[src/rtl/dr_add_pkg.sv]
package dr_add_pkg;

    // Dual-rail pair: bit 1 is the true rail, bit 0 is the false rail.
    typedef logic [1:0] dr_t;

    localparam dr_t DR_EMPTY = 2'b00;
    localparam dr_t DR_ONE   = 2'b10;
    localparam dr_t DR_ZERO  = 2'b01;

    typedef enum logic [1:0] {
        PH_IDLE,
        PH_FILL,
        PH_FULL,
        PH_DRAIN
    } phase_e;

    function automatic logic dr_is_valid(input dr_t x);
        return x[1] ^ x[0];
    endfunction

    function automatic dr_t dr_from_bit(input logic v);
        return v ? DR_ONE : DR_ZERO;
    endfunction

endpackage

[src/rtl/dr_add_stage.sv]
module dr_add_stage
    import dr_add_pkg::*;
(
    input  logic clk,
    input  logic rst_n,
    input  dr_t  op_a,
    input  dr_t  op_b,
    input  dr_t  c_in,
    output dr_t  c_out,
    output dr_t  s_out
);

    dr_t  carry_q;
    dr_t  carry_d;
    logic ops_ok;
    logic gen;
    logic kil;
    logic prop;
    logic c_ok;
    logic all_null;

    always_comb begin
        ops_ok   = dr_is_valid(op_a) && dr_is_valid(op_b);
        gen      = ops_ok && op_a[1] && op_b[1];
        kil      = ops_ok && op_a[0] && op_b[0];
        prop     = ops_ok && !gen && !kil;
        c_ok     = dr_is_valid(c_in);
        all_null = (op_a == DR_EMPTY) && (op_b == DR_EMPTY) && (c_in == DR_EMPTY);

        // Hysteresis: empty only once every input is empty, settle when
        // the code allows, otherwise keep the present value.
        carry_d = carry_q;
        if (all_null)
            carry_d = DR_EMPTY;
        else if (gen)
            carry_d = DR_ONE;
        else if (kil)
            carry_d = DR_ZERO;
        else if (prop && c_ok)
            carry_d = c_in;
    end

    always_ff @(posedge clk) begin
        if (!rst_n)
            carry_q <= DR_EMPTY;
        else
            carry_q <= carry_d;
    end

    assign c_out = carry_q;
    assign s_out = (ops_ok && c_ok) ? dr_from_bit(prop ^ c_in[1]) : DR_EMPTY;

endmodule

[src/rtl/dr_add_detect.sv]
module dr_add_detect
    import dr_add_pkg::*;
#(
    parameter int W = 8
) (
    input  logic [W-1:0] s_t,
    input  logic [W-1:0] s_f,
    input  dr_t          co,
    output logic         all_valid,
    output logic         all_empty
);

    assign all_valid = (&(s_t ^ s_f)) && dr_is_valid(co);
    assign all_empty = (~|(s_t | s_f)) && (co == DR_EMPTY);

endmodule

[src/rtl/dr_add_ctrl.sv]
module dr_add_ctrl
    import dr_add_pkg::*;
(
    input  logic clk,
    input  logic rst_n,
    input  logic all_valid,
    input  logic all_empty,
    output logic ack
);

    phase_e state_q;
    phase_e state_d;

    always_ff @(posedge clk) begin
        if (!rst_n)
            state_q <= PH_IDLE;
        else
            state_q <= state_d;
    end

    always_comb begin
        state_d = state_q;
        unique case (state_q)
            PH_IDLE: begin
                if (all_valid)
                    state_d = PH_FULL;
                else if (!all_empty)
                    state_d = PH_FILL;
            end
            PH_FILL: begin
                if (all_valid)
                    state_d = PH_FULL;
            end
            PH_FULL: begin
                if (all_empty)
                    state_d = PH_IDLE;
                else if (!all_valid)
                    state_d = PH_DRAIN;
            end
            PH_DRAIN: begin
                if (all_empty)
                    state_d = PH_IDLE;
            end
            default: state_d = PH_IDLE;
        endcase
    end

    always_comb begin
        unique case (state_q)
            PH_FULL, PH_DRAIN: ack = 1'b1;
            default:           ack = 1'b0;
        endcase
    end

endmodule

[src/rtl/dr_ripple_adder.sv]
module dr_ripple_adder
    import dr_add_pkg::*;
#(
    parameter int W = 8
) (
    input  logic         clk,
    input  logic         rst_n,
    input  logic [W-1:0] a_t,
    input  logic [W-1:0] a_f,
    input  logic [W-1:0] b_t,
    input  logic [W-1:0] b_f,
    input  logic         cin_t,
    input  logic         cin_f,
    output logic [W-1:0] sum_t,
    output logic [W-1:0] sum_f,
    output logic         cout_t,
    output logic         cout_f,
    output logic         ack
);

    dr_t  chain [W+1];
    dr_t  sums  [W];
    logic all_valid;
    logic all_empty;

    assign chain[0] = {cin_t, cin_f};

    for (genvar i = 0; i < W; i++) begin : g_slice
        dr_add_stage u_stage (
            .clk   (clk),
            .rst_n (rst_n),
            .op_a  ({a_t[i], a_f[i]}),
            .op_b  ({b_t[i], b_f[i]}),
            .c_in  (chain[i]),
            .c_out (chain[i+1]),
            .s_out (sums[i])
        );
        assign sum_t[i] = sums[i][1];
        assign sum_f[i] = sums[i][0];
    end

    assign cout_t = chain[W][1];
    assign cout_f = chain[W][0];

    dr_add_detect #(.W(W)) u_detect (
        .s_t       (sum_t),
        .s_f       (sum_f),
        .co        (chain[W]),
        .all_valid (all_valid),
        .all_empty (all_empty)
    );

    dr_add_ctrl u_ctrl (
        .clk       (clk),
        .rst_n     (rst_n),
        .all_valid (all_valid),
        .all_empty (all_empty),
        .ack       (ack)
    );

endmodule

[config.mk]
export PLATFORM = sky130hd
export DESIGN_NAME = dr_ripple_adder
export DESIGN_NICKNAME = d
export VERILOG_FILES = /design/src/rtl/dr_add_pkg.sv /design/src/rtl/dr_add_stage.sv /design/src/rtl/dr_add_detect.sv /design/src/rtl/dr_add_ctrl.sv /design/src/rtl/dr_ripple_adder.sv
export SDC_FILE = /design/constraint.sdc
export NUM_CORES = 1
export LEC_CHECK = 0
export BUFFER_PORTS_ARGS = -buffer_cell sky130_fd_sc_hd__buf_2
export CAP_MARGIN = 20
export CORE_ASPECT_RATIO = 1.75
export CORE_MARGIN = 2
export CORE_UTILIZATION = 55
export CTS_BUF_LIST = sky130_fd_sc_hd__clkbuf_4
export DETAILED_ROUTE_END_ITERATION = 6
export GPL_TIMING_DRIVEN = 1
export MAX_ROUTING_LAYER = met4
export PLACE_DENSITY = 0.95
export SLEW_MARGIN = 20
export SYNTH_ARGS = -nofsm -noshare
export SYNTH_HDL_FRONTEND = slang
export SYNTH_SLANG_ARGS = --single-unit
[constraint.sdc]
create_clock -name clk -period 2.47 [get_ports clk]
set_clock_uncertainty 0.1 [all_clocks]
set_input_delay 0.1235 -clock clk [delete_from_list [all_inputs] [get_ports clk]]
set_output_delay 0.1235 -clock clk [all_outputs]
set_load 0.02 [all_outputs]
Word-level counts from Yosys, hierarchy flattened --
Cells that the tools add are included.
Storage, ports and cells: register bits after elaboration 18, bits in latches 0, RAM bits 0, bits in read-only memories 0, input port bits 36, output and inout bits 19, logic and storage cells 277, memories 0
Operators by class: add/subtract/negate cells 0, multipliers 0, divide/modulo/power cells 0, $lt $le $gt $ge 0, equal/unequal tests 7, shift operators 0, muxes and demuxes 48, bitwise operators 36, reduce and logical (&&, ||, !) cells 169
Operators by type and width (count):
- 2-bit two-way mux | 46
- 1-bit logical AND | 90
- 2-bit zero test | 26
- 1-bit bitwise XOR | 33
- 3-bit nonzero test | 8
- 3-bit OR reduction | 8
- 2-bit OR reduction | 9
- 1-bit zero test | 17
- 2-bit nonzero test | 8
- 8-bit OR | 1
- 2-bit one-hot mux with 4 select lines | 1
- 8-bit AND reduction | 1
- 8-bit OR reduction | 1
- 8-bit bitwise XOR | 1
- 2-bit equality test, second input constant | 2
- 2-bit by 1-bit inequality test with 1-bit output, second input constant | 2
- 4-bit AND reduction | 1
- 3-bit by 2-bit inequality test with 1-bit output, second input constant | 1
- 3-bit inequality test, second input constant | 1
- 2-bit by 1-bit equality test with 1-bit output, second input constant | 1
- 1-bit two-way mux | 1
- 1-bit inverter | 1

Longest topological paths before layout --
word-level depth 17, depth in mapped cells 9, gate-level depth less buffers 9

Hierarchy --
A second synthesis with hierarchy kept.
Unflattened totals: cells, all modules 263, area total of the unflattened synthesis 1989.4 sq um
By module, submodules not included:
- dr_add_stage | times used 8, cells each 28, area each 215.2 sq um, seq. area each 40.0 sq um
- dr_add_detect | times used 1, cells each 35, area each 230.2 sq um, seq. area each 0.0 sq um
- dr_add_ctrl | times used 1, cells each 4, area each 37.5 sq um, seq. area each 20.0 sq um

Worst setup path before layout --
OpenSTA, ideal clock, no wires.
kind register -> register, start reg g_slice[5].u_stage.carry_q[1], end reg u_ctrl.state_q[1], library setup time 60 ps, data arrival time 1876 ps, required time 2310 ps, path slack 434 ps, cell stages (with the launch flop) 10, buffers on the path 0, clock period less this slack 2036 ps, path through dfxtp_1 inv_1 ha_1 nand3_1 nand2b_1 ha_1 nand4_1 or3_4 mux2i_1 and2_1
On the way: longest elaborated chain between the ends 9, elaborated cells between the ends (all ways) 20, those cells by class eq/ne (4); mux (5); bitwise (4); reduce/logical (7)
Ends and longest elaborated chain:
- from (decl) | RTL line dr_add_stage.sv:13 | dr_t carry_q;
- from (signal assigned) | RTL line dr_add_stage.sv:47 | carry_q <= carry_d;
- 1-bit bitwise XOR (on tied branches) | RTL line dr_add_stage.sv:51, dr_add_pkg.sv:18
- 2-bit two-way mux / 1-bit logical AND (equally long branches) | RTL line dr_add_pkg.sv:22, dr_add_stage.sv:51
- 2-bit two-way mux * | RTL line dr_add_stage.sv:51 | assign s_out = (ops_ok && c_ok) ? dr_from_bit(prop ^ c_in[1]) : DR_EMPTY;
- 8-bit OR | RTL line dr_add_detect.sv:14 | assign all_empty = (~|(s_t | s_f)) && (co == DR_EMPTY);
- 8-bit OR reduction | RTL line dr_add_detect.sv:14
- 1-bit zero test | RTL line dr_add_detect.sv:14
- 1-bit logical AND | RTL line dr_add_detect.sv:14
- 3-bit inequality test (no line) (tied with other cells)
- 4-bit AND reduction (no line) / 2-bit one-hot mux with 4 select lines (equally long branches)
- to (signal assigned) | RTL line dr_add_ctrl.sv:18 | state_q <= state_d;
- to (decl) | RTL line dr_add_ctrl.sv:11 | phase_e state_q;
Every way passes the cells marked *; elsewhere a longest branch is shown, timed or not. A chain may end at the register's enable or synchronous reset.

Worst setup path in the final report --
Same ends and word-level chain as after synthesis.

==> results_dict.tcl <==
set metrics [dict create \
    status "completed" \
    worstRegToRegCells 9 \
    htree_levels 1 \
    met2_length_mm 2.58 \
    yosysSeqAreaShare 0.169 \
    cts_hold_buf 0 \
    portBuffers 54 \
    layout_setup_ws_ns 0.165 \
    routed_wl_mm 4.48 \
    dieArea_um2 4170 \
    period_needed_ns 2.31 \
    routed-via-count 2008 \
    maxCapViolCount 0 \
    min_path_cells 3 \
    ant_nets 0 \
    cts_tree "built" \
    grt_pass1_vias 2059 \
    grt_max_degree 18 \
    max_slew_margin 0.784 \
    start_util 0.565 \
    worstPathArrival_ns 2.46 \
    syn_nets 334 \
    power_density_nw_per_um2 313 \
    numCtsBuffers 3 \
    end_kind "register" \
    netlist_instances 265 \
    rsz0062_at_grt "no" \
    insertion_delay_ns 0.30 \
    setup_violations 0 \
    grt_use_total 0.243 \
    p_leak_nw 1.23 \
    finalSetupTns_ns 0 \
    via_per_inst 5.49 \
    first_pass_iters 4 \
    rows 29 \
    cts-root-buf "clkbuf_4" \
    core_area_um2 3560 \
    drive_gt1_frac 0.238 \
    r2r_setup_slack_ns 0.16 \
    die_x_um 49.7 \
    dp_hpwl_mm 3.97 \
    drc 0 \
    yosysUniqueCellTypes 19 \
    synthesis.area_um2 2010 \
    ys_ff_latch 17 \
    crit_required_ns 2.63 \
    dpl_worst_slack_ns 0.201 \
    clkSlewWorstSetupHoldPaths_ns 0.11 \
    fill_cells 338 \
    routedWlPerCell_um 12.2 \
    multi_input_area_um2 1410 \
    fin_total_pwr_uw 737 \
    holdWs_ns 0.0179 \
    grt-ovfl-total 0 \
    drv_slew 0 \
    worst_pin_slew_ns 0.325 \
    worstPathMaxFanout 4 \
    synth_area_per_cell_um2 7.58 \
    ctsLongestPathBuffers 2 \
    die_h_um 83.9 \
    cts_setup_buffers 0 \
    io_pins 55 \
    path_class "register to register" \
    nets 390 \
    synth_warnings 0 \
    hold_violations 0 \
    areaGrowthSynthToFinish_pct 17.1 \
    wl_met1_mm 1.58 \
    gp_congestion 0.877 \
    startpoint_type "register" \
    hold_class "primary input to register" \
    worstHoldEndpoint "g_slice[0].u_stage.c_out[1]" \
    antenna_cells 0 \
    drtIter0Drc 48 \
    post_cts_resized 0 \
    top_layer_used "met4" \
    r2r-start "g_slice[5].u_stage.c_out[1]" \
    grt_pass1_wl_mm 7.91 \
    antenna_found_initial 0 \
    clkSinkCount 17 \
    finalCritPeriodShare 0.933 \
    worstHoldStart "cin_t" \
    seq_area_um2 340 \
    max_freq_mhz 434 \
    routed-wl-met3_um 155 \
    rr_endpoint "u_ctrl.state_q[1]" \
    peakVddDrop_mv 0.270 \
]
-- registers in the layout (all words and copies together) (netlist names) --
signal and flops:
u_ctrl.state_q 1, g_slice.u_stage.c_out 16
-- layout make-up --
type,count,area share
clock inverters,1,0.00213
clock buffers,3,0.00957
repair buffers,54,0.115
well taps,46,0.0245
inverters,66,0.105
flip-flops and latches,17,0.145
multi-input cells,179,0.599
-- kinds of logic after synthesis --
| group | share of synthesized area |
|---|---|
| buffers and inverters | 0.129 |
| and+or+nand+nor | 0.252 |
| xor gates and xnor gates | 0.0698 |
| DFF | 0.169 |
| adders and majority gates | 0.206 |
| AOI/OAI and AO/OA | 0.130 |
| muxes | 0.0449 |
-- stage by stage --
stage,cells,area [um2],util
2_1_floorplan,265,2010,-
6_report,366,2350,0.662
5_1_grt,366,2350,0.662
3_3_place_gp,362,2320,0.654
4_1_cts,366,2350,0.662
3_5_place_dp,362,2320,0.654
-- routing by layer --
layer | GRT usage | vias to the layer above
met3 | 0.0305 | 17
met4 | 0.129 | 0
met2 | 0.469 | 53
li1 | - | 1018
met1 | 0.219 | 920
met5 | - | -
-- cell usage after synthesis (all sizes together) --
cell,instances,area (um2)
xnor2,16,140
dfxtp,17,340
clkbuf,3,11.3
a21oi,16,110
nand2,10,40.0
ha,33,413
nand4,18,113
nand3,34,170
a22oi,8,100
nand2b,16,100
nor3,1,5.00
inv,66,248
and2,1,6.26
nand3b,8,60.1
a31oi,8,50.1
mux2i,9,90.1
or3,1,11.3
-- critical path: stages, from the launching register on --
cell	delay, ns
dfxtp_1	0.41
inv_1	0.10
ha_1	0.29
nand3_1	0.14
nand2b_1	0.20
ha_1	0.30
nand4_1	0.12
or3_4	0.37
mux2i_1	0.11
and2_1	0.13
-- where the power goes --
part | switching [mW] | internal, mW
registers | 0.0128 | 0.287
logic | 0.156 | 0.122
clock network | 0.0989 | 0.0605
-- worst max path at each step --
stage / from / cells past startpoint / endpoint
2_1_floorplan: g_slice[5].u_stage.c_out[1] / 9 / u_ctrl.state_q[1]
3_3_place_gp: g_slice[6].u_stage.c_out[1] / 9 / u_ctrl.state_q[1]
3_5_place_dp: g_slice[5].u_stage.c_out[1] / 9 / u_ctrl.state_q[1]
4_1_cts: g_slice[5].u_stage.c_out[1] / 9 / u_ctrl.state_q[1]
5_1_grt: g_slice[6].u_stage.c_out[1] / 9 / u_ctrl.state_q[1]
6_report: g_slice[5].u_stage.c_out[1] / 9 / u_ctrl.state_q[1]
-- cell usage in the layout (no fill, tap or decap) --
cell,netlist,routed
a21oi_1,8,8
inv_1,66,66
ha_1,33,33
clkbuf_4,0,3
mux2i_1,9,9
nand2_1,9,9
or3_4,1,1
nand2_2,1,1
and2_1,1,1
nor3_1,1,1
buf_2,0,54
a22oi_2,8,8
a21oi_2,8,8
nand4_1,18,18
nand3_1,34,34
a31oi_1,8,8
xnor2_1,16,16
dfxtp_1,17,17
clkinv_2,0,1
nand3b_1,8,8
nand2b_1,16,16
(Power assumes the default switching activity.)
